## config.mk

```make
export PLATFORM = sky130hd
export DESIGN_NAME = uart_tx_parity
export DESIGN_NICKNAME = d
export VERILOG_FILES = /design/src/rtl/sertx_pkg.sv /design/src/rtl/sertx_parity_gen.sv /design/src/rtl/sertx_bit_timer.sv /design/src/rtl/sertx_frame_seq.sv /design/src/rtl/uart_tx_parity.sv
export SDC_FILE = /design/constraint.sdc
export NUM_CORES = 1
export LEC_CHECK = 0
export ABC_AREA = 1
export BUFFER_PORTS_ARGS = -buffer_cell sky130_fd_sc_hd__clkbuf_2
export CORE_ASPECT_RATIO = 0.9
export CORE_MARGIN = 3
export CORE_UTILIZATION = 56
export CTS_CLUSTER_DIAMETER = 100
export DETAILED_ROUTE_END_ITERATION = 7
export PLACE_DENSITY = 0.77
export SYNTH_ARGS = -nofsm -noshare
export SYNTH_HDL_FRONTEND = slang
export SYNTH_HIERARCHICAL = 1
export SYNTH_SLANG_ARGS = --single-unit
```

## constraint.sdc

```tcl
create_clock -name clk -period 2 [get_ports clk]
set_input_delay 0.1 -clock clk [delete_from_list [all_inputs] [get_ports clk]]
set_output_delay 0.1 -clock clk [all_outputs]
set_load 0.02 [all_outputs]
```

## src/rtl/sertx_pkg.sv

```systemverilog
// Shared types for the serial transmitter.
// Assumes the parity-mode encoding is fixed by the external interface.
package sertx_pkg;

    typedef enum logic [1:0] {
        PAR_NONE = 2'b00,
        PAR_EVEN = 2'b01,
        PAR_ODD  = 2'b10,
        PAR_ZERO = 2'b11
    } par_mode_e;

    typedef enum logic [2:0] {
        PH_IDLE,
        PH_START,
        PH_DATA,
        PH_PARITY,
        PH_STOP
    } phase_e;

endpackage

```

## src/rtl/sertx_parity_gen.sv

```systemverilog
// Parity slot generator: from a data word and a mode, gives the bit to send in
// the parity slot and whether the slot exists at all.
// Purely combinational; the caller captures the result at byte acceptance.
module sertx_parity_gen
    import sertx_pkg::*;
#(
    parameter int DATA_W = 8
) (
    input  logic [DATA_W-1:0] data,
    input  logic [1:0]        mode,
    output logic              par_bit,
    output logic              has_slot
);

    logic ones_odd;

    // Reduce the data word to a single odd-ones flag.
    always_comb begin
        ones_odd = ^data;
    end

    // Pick the slot contents for the selected mode.
    always_comb begin
        has_slot = 1'b1;
        par_bit  = 1'b0;
        case (par_mode_e'(mode))
            PAR_EVEN: par_bit = ones_odd;
            PAR_ODD:  par_bit = ~ones_odd;
            PAR_ZERO: par_bit = 1'b0;
            default: begin
                par_bit  = 1'b0;
                has_slot = 1'b0;
            end
        endcase
    end

endmodule

```

## src/rtl/sertx_bit_timer.sv

```systemverilog
// Bit-period timer: counts baud ticks inside one bit and flags the tick that
// ends the bit. Held at zero while the frame is not running, so a new frame
// always starts with a full bit period.
module sertx_bit_timer #(
    parameter int TICKS_PER_BIT = 16
) (
    input  logic clk,
    input  logic rst_n,
    input  logic run,
    input  logic baud_tick,
    output logic bit_done
);

    localparam int CW = (TICKS_PER_BIT > 1) ? $clog2(TICKS_PER_BIT) : 1;
    localparam logic [CW-1:0] LAST = CW'(TICKS_PER_BIT - 1);

    logic [CW-1:0] tick_cnt;

    // Flag the last tick of the current bit.
    always_comb begin
        bit_done = run && baud_tick && (tick_cnt == LAST);
    end

    // Advance the tick count, wrapping at the end of each bit.
    always_ff @(posedge clk) begin
        if (!rst_n || !run) begin
            tick_cnt <= '0;
        end else if (baud_tick) begin
            tick_cnt <= (tick_cnt == LAST) ? '0 : tick_cnt + 1'b1;
        end
    end

endmodule

```

## src/rtl/sertx_frame_seq.sv

```systemverilog
// Frame sequencer: captures a byte and its parity decision at acceptance, then
// steps through the start, data, parity and stop phases, one per bit_done.
// Assumes bit_done is only asserted while busy.
module sertx_frame_seq
    import sertx_pkg::*;
#(
    parameter int DATA_W = 8
) (
    input  logic              clk,
    input  logic              rst_n,
    input  logic              accept,
    input  logic [DATA_W-1:0] load_data,
    input  logic              load_par_bit,
    input  logic              load_has_slot,
    input  logic              bit_done,
    output logic              ready,
    output logic              busy,
    output logic              line
);

    localparam int IW = (DATA_W > 1) ? $clog2(DATA_W) : 1;
    localparam logic [IW-1:0] IDX_LAST = IW'(DATA_W - 1);

    phase_e            phase;
    logic [DATA_W-1:0] shreg;
    logic [IW-1:0]     bit_idx;
    logic              par_q;
    logic              slot_q;

    // Handshake and activity flags follow the phase register.
    always_comb begin
        ready = (phase == PH_IDLE);
        busy  = (phase != PH_IDLE);
    end

    // Serial line level for the current phase.
    always_comb begin
        case (phase)
            PH_START:  line = 1'b0;
            PH_DATA:   line = shreg[0];
            PH_PARITY: line = par_q;
            default:   line = 1'b1;
        endcase
    end

    // Phase stepping, byte capture and shifting.
    always_ff @(posedge clk) begin
        if (!rst_n) begin
            phase   <= PH_IDLE;
            shreg   <= '0;
            bit_idx <= '0;
            par_q   <= 1'b0;
            slot_q  <= 1'b0;
        end else begin
            case (phase)
                PH_IDLE: begin
                    if (accept) begin
                        phase   <= PH_START;
                        shreg   <= load_data;
                        par_q   <= load_par_bit;
                        slot_q  <= load_has_slot;
                        bit_idx <= '0;
                    end
                end
                PH_START: begin
                    if (bit_done) phase <= PH_DATA;
                end
                PH_DATA: begin
                    if (bit_done) begin
                        shreg   <= shreg >> 1;
                        bit_idx <= bit_idx + 1'b1;
                        if (bit_idx == IDX_LAST) begin
                            phase <= slot_q ? PH_PARITY : PH_STOP;
                        end
                    end
                end
                PH_PARITY: begin
                    if (bit_done) phase <= PH_STOP;
                end
                PH_STOP: begin
                    if (bit_done) phase <= PH_IDLE;
                end
                default: phase <= PH_IDLE;
            endcase
        end
    end

endmodule

```

## src/rtl/uart_tx_parity.sv

```systemverilog
// Asynchronous serial transmitter with four parity modes.
// Accepts a byte through valid/ready, then sends start, data (LSB first),
// optional parity and stop bits, each TICKS_PER_BIT baud ticks long.
// Assumes baud_tick is a one-cycle enable from an external divider.
module uart_tx_parity
    import sertx_pkg::*;
#(
    parameter int DATA_W        = 8,
    parameter int TICKS_PER_BIT = 16
) (
    input  logic              clk,
    input  logic              rst_n,
    input  logic              in_valid,
    output logic              in_ready,
    input  logic [DATA_W-1:0] in_data,
    input  logic [1:0]        par_mode,
    input  logic              baud_tick,
    output logic              tx_line,
    output logic              busy
);

    logic accept;
    logic par_bit;
    logic has_slot;
    logic bit_done;

    // Handshake completes when both sides agree in the same cycle.
    always_comb begin
        accept = in_valid && in_ready;
    end

    sertx_parity_gen #(
        .DATA_W(DATA_W)
    ) u_par (
        .data     (in_data),
        .mode     (par_mode),
        .par_bit  (par_bit),
        .has_slot (has_slot)
    );

    sertx_bit_timer #(
        .TICKS_PER_BIT(TICKS_PER_BIT)
    ) u_timer (
        .clk       (clk),
        .rst_n     (rst_n),
        .run       (busy),
        .baud_tick (baud_tick),
        .bit_done  (bit_done)
    );

    sertx_frame_seq #(
        .DATA_W(DATA_W)
    ) u_seq (
        .clk           (clk),
        .rst_n         (rst_n),
        .accept        (accept),
        .load_data     (in_data),
        .load_par_bit  (par_bit),
        .load_has_slot (has_slot),
        .bit_done      (bit_done),
        .ready         (in_ready),
        .busy          (busy),
        .line          (tx_line)
    );

endmodule

```

==> impl_metrics.csv, run 1 <==
group,metric,value,unit
floorplan,die_area,0.002931,mm²
synthesis,syn-num-nets,228,
synthesis,synth.ff_latch_count,20,
cts,clk_latency,0.30,ns
routing,wirelength,2.786,mm
min_path,hold_path_class,"input pin to flop",
routing,drt_iter0_drc,81,
critical_path,critical_path.cell_chain,"nor2_2, inv_2, nor2_4, inv_1, inv_1, nor2_1, inv_1, nand3_4, nand2_4, nor2_4, nand2_1, a21oi_1",
placed_design,dp_slack,0.2301,ns
global_route,antenna_found_initial,0,
pwr,finalPower,0.001930,W
routing,drtPass1Iterations,4,
pwr,vdd_drop_max,0.9334,mV
critical_path,startpoint_type,"flop",
sta,fin_crit_sh,0.8683,
routing,wl_per_cell,10.76,µm
pwr,power_switching,0.0009438,W
placed_design,dpl.hpwl,2.136,mm
run_status,outcome,"finished, final reports clean",
pwr,cellPowerDensity,1314,mW/mm²
sta,slew_headroom,0.8061,
pwr,p_sw_frac,0.4889,
sta,maxSlewViolCount,0,
floorplan,core,0.002046,mm²
critical_path,slowest_delay,0.45,ns
synthesis,avgSynthCellArea,6.149,µm²
pwr,power_frac_comb,0.578,
synthesis,yosysMostFrequentCell,"nand2_1",
synthesis,synth_edf_count,0,
pwr,p_clk_frac,0.124,
placed_design,place.gp.congestion,0.8102,
critical_path,cp-startpoint,"u_seq/phase[0]",
cts,cts_buffers,3,
cts,clkTransAtPathRegs,0.12,ns
cts,clock_sinks,20,
critical_path,slowest_stage,"dfxtp_1",
cts,htreeDepth,1,
sta,skew,0.01024,ns
floorplan,die_h,51.67,µm
critical_path,critPathArrivalTime,1.97,ns
sta,finalHoldViolations,0,
synthesis,synth_top_cell_by_area,"dfxtp_1",
critical_path,ff2ff_path_depth,12,
critical_path,worstPathBufferInverterCount,4,
finish,diodes,0,
floorplan,io_pins,17,
routing,viasPerCell,5.181,
global_route,grt_pass1_wl,4.754,mm
global_route,grt_use_total,0.2063,
synthesis,ys_warn_count,6,
floorplan,row_count,15,
global_route,grt_pass1_vias,1129,
job,max-cap-violations,0,
finish,drive_above_1_share,0.1795,
floorplan,initial_core_util,0.6343,
global_route,gr-total-overflow,0,
global_route,grt_max_degree,12,
sta,fin_crit,1.737,ns
critical_path,required,2.24,ns
synthesis,synthDistinctLibCells,22,
critical_path,critical-path-top-delay-family,"simple AND/OR/NAND/NOR gates",
synthesis,yosysSeqAreaShare,0.3086,
pwr,sequentialPowerShare,0.298,
critical_path,rrSetupSlack,0.26,ns
sta,final-setup-viol-count,0,
critical_path,cpMostUsedCell,"inv_1",
cts,ctsHoldBuffers,0,
critical_path,endpoint,"u_seq/shreg[6]",
critical_path,cp-end-kind,"flop",
critical_path,rr_endpoint,"u_seq/shreg[6]",
critical_path,critPathKind,"flop to flop",
finish,area_growth,13.21,%
sta,finalSetupTns,0,ns
synthesis,yosys.area.top_type_share,0.3086,
pwr,p_int,0.0009865,W
synthesis,synthCells,211,
cts,cts_buffer_depth,2,
floorplan,die_x,56.74,µm
routing,postRouteAntennaNets,0,
critical_path,r2r_start,"u_seq/phase[0]",
cts,cts_tree,"built",
finish,fin_util,0.7180,
synthesis,synth_common_cells,"96 x nand2_1, 25 x inv_1, 20 x a21oi_1, 20 x dfxtp_1, 11 x nor2_1",
routing,remaining_drc_errors,0,
pwr,p_leak,0.7677,nW
routing,route.vias.total,1342,
synthesis,synthArstFlopShare,0,
synthesis,synth_area,0.001297,mm²
synthesis,synth_area_leaders,"dfxtp_1 31%, nand2_1 28%, a21oi_1 7.7%",
critical_path,path_max_fanout,9,
sta,worst_slew_pin_slew,0.2871,ns
finish,stdcell_area,0.001469,mm²
synthesis,synth_ff_type,"dfxtp_1",
placed_design,io_buffer_count,16,
finish,nets,252,
placed_design,place_area,0.001431,mm²
sta,finalWorstSetupSlack,0.2635,ns
critical_path,cp.depth,12,
cts,clockRootBuffer,"clkbuf_4",
sta,rsz0062_at_grt,"no",
sta,fmax,575.9,MHz
per-layer routing:
metal	part of all wire	wire length (µm)	track usage
met1	0.45	1254	0.2671
met2	0.47	1306	0.3462
met3	0.070	196	0.04963
met4	0.010	28	0.05405
met5	0	0	0
layout by cell type, fill, tap and decap left out, types with 2 or more instances in the layout:
cell / instances
nor3_1: 2
nor2_4: 4
nand4_1: 2
nand3_1: 4
buf_4: 3
clkbuf_2: 16
inv_1: 25
inv_2: 4
nand2_2: 2
dfxtp_1: 19
ha_1: 3
a21oi_1: 20
nand2_1: 96
nand3_4: 2
nor2_2: 3
clkbuf_4: 3
nor2_1: 11
o21ai_0: 6
layout make-up:
class                      count  area (µm²)
timing repair buffer          19       102.6
fill                         177       576.8
inverter                      30       112.6
multi-input combinational    161       784.5
sequential                    20       401.6
tap                           25       31.28
clock buffer                   4       36.28
timing repair:
action / in CTS / in global routing
hold endpoints to repair: 0 / 0
endpoints found under the setup margin: 0 / 3
gates resized for setup: 0 / 1
buffers inserted: 0 / 0
worst min-delay path, stage by stage:
cell and delay [ns]:
clkbuf_2 0.14, nand2_1 0.07, a21oi_1 0.06
power by group through the flow:
stage | clock network (W) | registers (W) | logic, W
2_1_floorplan | 0 | 0.000578 | 0.000840
3_3_place_gp | 0 | 0.000580 | 0.00107
3_5_place_dp | 0 | 0.000582 | 0.00110
4_1_cts | 0.000245 | 0.000574 | 0.00111
5_1_grt | 0.000263 | 0.000587 | 0.00123
6_report | 0.000240 | 0.000575 | 0.00112
per-stage QoR:
step,hold WS [ns],std cells
6_report,0.09155,259
5_1_grt,0.08112,259
4_1_cts,0.08348,259
3_5_place_dp,0.4205,255
3_3_place_gp,0.3964,255
2_1_floorplan,0.2205,211
cells by family (layout without fill, tap and decap cells):
logic type      Yosys count  count (layout)  share of synthesized area
simple gates            130             130                     0.4648
buf+inv                  30              53                    0.08678
compound gates           28              28                     0.1109
flops                    20              20                     0.3086
fa+ha+maj                 3               3                    0.02893
how the worst min path moves through the flow:
stage | from | to | slack, ns | cells past startpoint
detailed placement | baud_tick | u_timer/tick_cnt[1] | 0.42 | 3
floorplan | rst_n | u_seq/phase[1] | 0.22 | 2
global placement | in_data[7] | u_seq/shreg[7] | 0.40 | 3
finish | baud_tick | u_timer/tick_cnt[1] | 0.09 | 3
CTS | baud_tick | u_timer/tick_cnt[1] | 0.08 | 3
global route | in_data[7] | u_seq/shreg[7] | 0.08 | 3
flip-flops by register name, summed over array words and instances, names as in the netlist:
signal            count
u_seq/par_q           1
u_timer/tick_cnt      4
u_seq/shreg           8
u_seq/slot_q          1
u_seq/phase           3
u_seq/bit_idx         3
(Power assumes the default switching activity.)
==> run 2: changes to the inputs <==
- CORE_UTILIZATION: 56 -> 59
- CTS_BUF_LIST: not set -> sky130_fd_sc_hd__clkbuf_4 sky130_fd_sc_hd__clkbuf_8
- PLACE_DENSITY: 0.77 -> 0.8
==> impl_metrics.csv, run 2 (synthesis results as in run 1) <==
group,metric,value,unit
run_status,outcome,"finished, final reports clean",
floorplan,core,0.001989,mm²
sta,finalSetupTns,0,ns
routing,postRouteAntennaNets,0,
critical_path,path_max_fanout,9,
cts,cts_buffer_depth,2,
routing,wirelength,2.693,mm
cts,ctsResizeCount,0,
critical_path,cp-startpoint,"u_seq/phase[0]",
floorplan,row_count,15,
finish,area_growth,13.21,%
routing,remaining_drc_errors,0,
global_route,grt_pass1_wl,4.726,mm
routing,viasPerCell,5.174,
finish,largest_registers,"u_seq/shreg x8, u_timer/tick_cnt x4",
finish,largest-register,"u_seq/shreg",
critical_path,critical_path.cell_chain,"nor2_2, inv_2, nor2_4, inv_1, inv_1, nor2_1, inv_1, nand3_4, nand2_4, nor2_4, nand2_1, a21oi_1",
sta,finalHoldViolations,0,
critical_path,slowest_stage,"dfxtp_1",
finish,drive_above_1_share,0.1795,
placed_design,dpl.hpwl,2.179,mm
min_path,holdPathStages,3,
cts,clk_latency,0.30,ns
cts,clock_sinks,20,
routing,drt_iter0_drc,55,
min_path,hold_path_class,"input pin to flop",
sta,fin_crit,1.745,ns
cts,ctsHoldBuffers,0,
cts,htreeDepth,1,
placed_design,place_area,0.001431,mm²
global_route,grt_max_degree,12,
sta,skew,0.005182,ns
cts,clkTransAtPathRegs,0.11,ns
finish,final_cell_mix,"96 x nand2_1, 25 x inv_1, 20 x a21oi_1",
critical_path,slowest_delay,0.45,ns
cts,cts_buffers,3,
critical_path,required,2.22,ns
critical_path,rr_endpoint,"u_seq/shreg[1]",
min_path,whs_endpoint,"u_seq/shreg[7]",
critical_path,cp-end-kind,"flop",
routing,wl_per_cell,10.40,µm
finish,nets,252,
sta,rsz0062_at_grt,"no",
placed_design,io_buffer_count,16,
routing,route.vias.total,1340,
global_route,antenna_found_initial,0,
global_route,gr-total-overflow,0,
critical_path,critPathArrivalTime,1.97,ns
floorplan,initial_core_util,0.6522,
finish,final_common_cell,"nand2_1",
critical_path,critPathKind,"flop to flop",
floorplan,io_pins,17,
cts,cts_tree,"built",
cts,clockRootBuffer,"clkbuf_4",
sta,slew_headroom,0.7691,
job,max-cap-violations,0,
routing,drtPass1Iterations,4,
critical_path,startpoint_type,"flop",
floorplan,die_x,55.43,µm
global_route,grt_use_total,0.2100,
sta,worst_slew_pin_slew,0.3420,ns
pwr,vdd_drop_max,0.9334,mV
sta,fin_crit_sh,0.8724,
finish,fin_cells,259,
sta,fmax,573.1,MHz
placed_design,place.gp.congestion,0.8370,
finish,largest_reg_flops,8,
placed_design,place_inst,255,
finish,fin_util,0.7384,
finish,stdcell_area,0.001469,mm²
critical_path,rrSetupSlack,0.26,ns
critical_path,ff2ff_path_depth,12,
sta,final-setup-viol-count,0,
min_path,hp-start,"in_data[7]",
pwr,p_leak,0.7677,nW
cts,post_cts_buffers,0,
critical_path,cpMostUsedCell,"inv_1",
floorplan,die_h,50.49,µm
critical_path,r2r_start,"u_seq/phase[0]",
floorplan,die_area,0.002799,mm²
global_route,grt_pass1_vias,1170,
finish,diodes,0,
pwr,finalPower,0.001920,W
sta,maxSlewViolCount,0,
pwr,cellPowerDensity,1307,mW/mm²
[run 2: through the flow]
| step | hold slack (ns) | setup slack (ns) |
|---|---|---|
| after floorplan | 0.2205 | 0.1380 |
| after global placement | 0.3967 | 0.3399 |
| after detailed placement | 0.4229 | 0.2289 |
| after CTS | 0.08690 | 0.1892 |
| after global routing | 0.08851 | 0.06612 |
| final | 0.09974 | 0.2552 |
[run 2: how the worst max path moves through the flow]
| stage | endpoint | slack (ns) | cells past startpoint |
|---|---|---|---|
| 3_3_place_gp | u_seq/bit_idx[0] | 0.34 | 13 |
| 4_1_cts | u_seq/shreg[1] | 0.19 | 12 |
| 6_report | u_seq/shreg[1] | 0.26 | 12 |
| 3_5_place_dp | u_seq/shreg[1] | 0.23 | 12 |
| 2_1_floorplan | u_seq/bit_idx[0] | 0.14 | 13 |
| 5_1_grt | u_seq/shreg[1] | 0.07 | 12 |
[run 2: final cells by class]
type / instances / area [µm²]
multi-input combinational: 161 / 784.5
fill: 163 / 520.5
sequential: 20 / 401.6
inverter: 30 / 112.6
timing repair buffer: 19 / 102.6
clock buffer: 4 / 36.28
tap: 25 / 31.28
[run 2: worst max-delay path: cells and delay by family, from the launching register on]
kind | cells | cell delay (ns)
AO/OA/AOI/OAI | 1 | 0.15
buffers and inverters | 4 | 0.35
flip-flops | 1 | 0.45
AND/OR/NAND/NOR | 7 | 0.71
[run 2: power breakdown]
| group | switching (W) | internal, W |
|---|---|---|
| sequential | 0.0000764 | 0.000501 |
| clock | 0.000119 | 0.000111 |
| combinational | 0.000739 | 0.000374 |
[run 2: layer usage]
metal / track usage / up-vias / wire length [µm]
li1: - / 708 / -
met1: 0.2700 / 605 / 1332
met2: 0.3445 / 23 / 1243
met3: 0.06170 / 4 / 98
met4: 0.05668 / 0 / 18
met5: 0 / - / 0
==> run 3: changes to the inputs <==
- GPL_TIMING_DRIVEN: not set -> 0
- SYNTH_HIERARCHICAL: 1 -> not set
==> impl_metrics.csv, run 3 <==
group,metric,value,unit
synthesis,synthArstFlopShare,0,
finish,fillers,170,
finish,fin_util,0.7213,
critical_path,cp-end-kind,"output pin",
min_path,hold_path_class,"input pin to flop",
placed_design,dpl.hpwl,2.119,mm
critical_path,slowest_stage,"dfxtp_1",
sta,final-setup-viol-count,0,
routing,drtPass1Iterations,4,
sta,worst_slew_pin_slew,0.4519,ns
global_route,grt_util_met2,0.3720,
global_route,grt_use_total,0.2185,
sta,finalHoldViolations,0,
synthesis,yosys.area.top_type_share,0.3184,
routing,drt_iter0_drc,30,
critical_path,critPathKind,"flop to output pin",
floorplan,die_area,0.002722,mm²
global_route,antenna_found_initial,0,
floorplan,core,0.001971,mm²
sta,skew,0.004134,ns
synthesis,synth.ff_latch_count,20,
cts,post_cts_buffers,0,
finish,largest_reg_flops,8,
finish,nets,235,
synthesis,synth_edf_count,0,
finish,drive_above_1_share,0.1567,
routing,postRouteAntennaNets,0,
floorplan,die_x,54.67,µm
placed_design,place.gp.congestion,0.7273,
cts,cts_buffer_depth,2,
floorplan,io_pins,17,
sta,fin_crit,1.752,ns
critical_path,cp.depth,7,
critical_path,path_max_fanout,10,
synthesis,synth_area,0.001257,mm²
floorplan,initial_core_util,0.6381,
sta,holdWs,0.05770,ns
critical_path,startpoint_type,"flop",
routing,wirelength,2.644,mm
synthesis,yosysMostFrequentCell,"nand2_1",
critical_path,critPathArrivalTime,1.65,ns
placed_design,io_buffer_count,16,
cts,clock_sinks,20,
cts,htreeDepth,1,
synthesis,syn-num-nets,214,
global_route,grt_pass1_vias,1106,
critical_path,slowest_delay,0.36,ns
synthesis,avgSynthCellArea,6.383,µm²
pwr,vdd_drop_max,0.8374,mV
sta,finalSetupTns,0,ns
critical_path,cp-startpoint,"u_seq.phase[0]",
synthesis,synthCells,197,
sta,fin_crit_sh,0.8761,
global_route,gr-usage-met3,0.05438,
run_status,outcome,"finished, final reports clean",
critical_path,rr_endpoint,"u_seq.shreg[5]",
routing,wl_per_cell,10.93,µm
global_route,gr-total-overflow,0,
job,max-cap-violations,0,
cts,ctsHoldBuffers,0,
pwr,sequentialPowerShare,0.335,
cts,clk_latency,0.30,ns
sta,finalWorstSetupSlack,0.2478,ns
synthesis,synth_ff_type,"dfxtp_1",
critical_path,r2r_start,"u_timer.tick_cnt[1]",
cts,clkTransAtPathRegs,0.12,ns
synthesis,synthDistinctLibCells,28,
global_route,busiest_layer,"met2",
finish,final_cell_mix,"63 x nand2_1, 32 x inv_1, 20 x dfxtp_1",
pwr,power_switching,0.0007119,W
floorplan,row_count,15,
pwr,p_clk_frac,0.194,
pwr,p_sw_frac,0.4197,
critical_path,critical_path.cell_chain,"nor2_4, inv_4, nor2_8, buf_6, nand2_1, o2111ai_1, clkbuf_2",
critical_path,ff2ff_path_depth,9,
placed_design,dp_slack,0.3939,ns
routing,route.vias.total,1229,
critical_path,endpoint,"tx_line",
finish,largest-register,"u_seq.shreg",
global_route,grt_pass1_wl,4.436,mm
critical_path,worstPathBufferInverterCount,3,
pwr,power_frac_comb,0.470,
finish,final_common_cell,"nand2_1",
pwr,cellPowerDensity,1193,mW/mm²
critical_path,critical-path-top-delay-family,"simple AND/OR/NAND/NOR gates",
cts,cts_tree,"built",
critical_path,rrSetupSlack,0.36,ns
global_route,met1_usage,0.2710,
sta,maxSlewViolCount,0,
pwr,p_leak,0.7449,nW
synthesis,synth_area_leaders,"dfxtp_1 32%, nand2_1 19%, inv_1 9.6%",
finish,area_growth,13.03,%
sta,fmax,570.7,MHz
pwr,p_int,0.0009844,W
cts,clockRootBuffer,"clkbuf_4",
sta,slew_headroom,0.6987,
synthesis,ys_warn_count,0,
routing,remaining_drc_errors,0,
routing,viasPerCell,5.079,
synthesis,yosysSeqAreaShare,0.3184,
finish,diodes,0,
global_route,grt_max_degree,13,
critical_path,required,1.90,ns
synthesis,synth_top_cell_by_area,"dfxtp_1",
finish,largest_registers,"u_seq.shreg x8, u_timer.tick_cnt x4",
cts,cts_buffers,3,
sta,rsz0062_at_grt,"no",
synthesis,synth_common_cells,"63 x nand2_1, 32 x inv_1, 20 x dfxtp_1",
cts,ctsResizeCount,0,
floorplan,die_h,49.80,µm
run 3: cell count changes after synthesis, sizes merged, moves of 4 or more:
cell and delta:
o21ai +8, nand2 -34, a21oi -5, inv +6, nor2 +4
run 3: metal layers:
layer / routed length (µm) / vias to the layer above
li1: - / 654
met1: 1151 / 539
met2: 1326 / 32
met3: 132 / 4
met4: 32 / 0
met5: 0 / -
run 3: worst min path at each step:
| stage | startpoint | to | slack (ns) | cells after the start |
|---|---|---|---|---|
| after floorplan | in_data[7] | u_seq.shreg[7] | 0.25 | 2 |
| after global placement | par_mode[1] | u_seq.slot_q | 0.37 | 3 |
| after detailed placement | par_mode[1] | u_seq.slot_q | 0.39 | 3 |
| after CTS | par_mode[1] | u_seq.slot_q | 0.05 | 3 |
| after global routing | par_mode[1] | u_seq.slot_q | 0.06 | 3 |
| final | par_mode[1] | u_seq.slot_q | 0.06 | 3 |
run 3: cells by family after synthesis:
| kind of cell | share of synthesized area |
|---|---|
| XOR/XNOR | 0.01393 |
| flip-flops | 0.3184 |
| AO/OA/AOI/OAI | 0.1513 |
| buffers and inverters | 0.1274 |
| multiplexers | 0.007961 |
| adder cells (fa/ha/maj) | 0.02985 |
| AND/OR/NAND/NOR | 0.3512 |
run 3: stage by stage:
step / instances / cell area (µm²) / power (W)
after CTS: 242 / 1421 / 0.001698
final: 242 / 1421 / 0.001696
after detailed placement: 238 / 1369 / 0.001366
after global routing: 242 / 1421 / 0.001821
after floorplan: 197 / 1257 / 0.001180
after global placement: 238 / 1369 / 0.001328
run 3: layout make-up:
class	count	area [µm²]	share of cell area
flip-flops and latches	20	400.4	0.2817
plain buffers	3	26.28	0.01849
repair buffers	16	80.08	0.05634
clock inverters	1	30.03	0.02113
well taps	25	31.28	0.02201
inverters	35	133.9	0.09419
clock buffers	3	22.52	0.01585
multi-input cells	139	696.9	0.4903
run 3: worst register-to-register path: stages (launching register included):
cell and delay (ns):
dfxtp_1 0.38, ha_1 0.18, nand2_1 0.07, nor2_2 0.12, nand2_2 0.11, a21oi_4 0.26, nand2_4 0.11, buf_6 0.16
nand2_1 0.06, a21oi_1 0.08
run 3: power groups by stage:
stage                     combinational (W)  sequential (W)  clock (W)
after global placement             0.000757        0.000571          0
after global routing               0.000892        0.000580   0.000350
after floorplan                    0.000620        0.000559          0
after detailed placement           0.000790        0.000576          0
after CTS                          0.000795        0.000568   0.000335
final                              0.000798        0.000569   0.000330
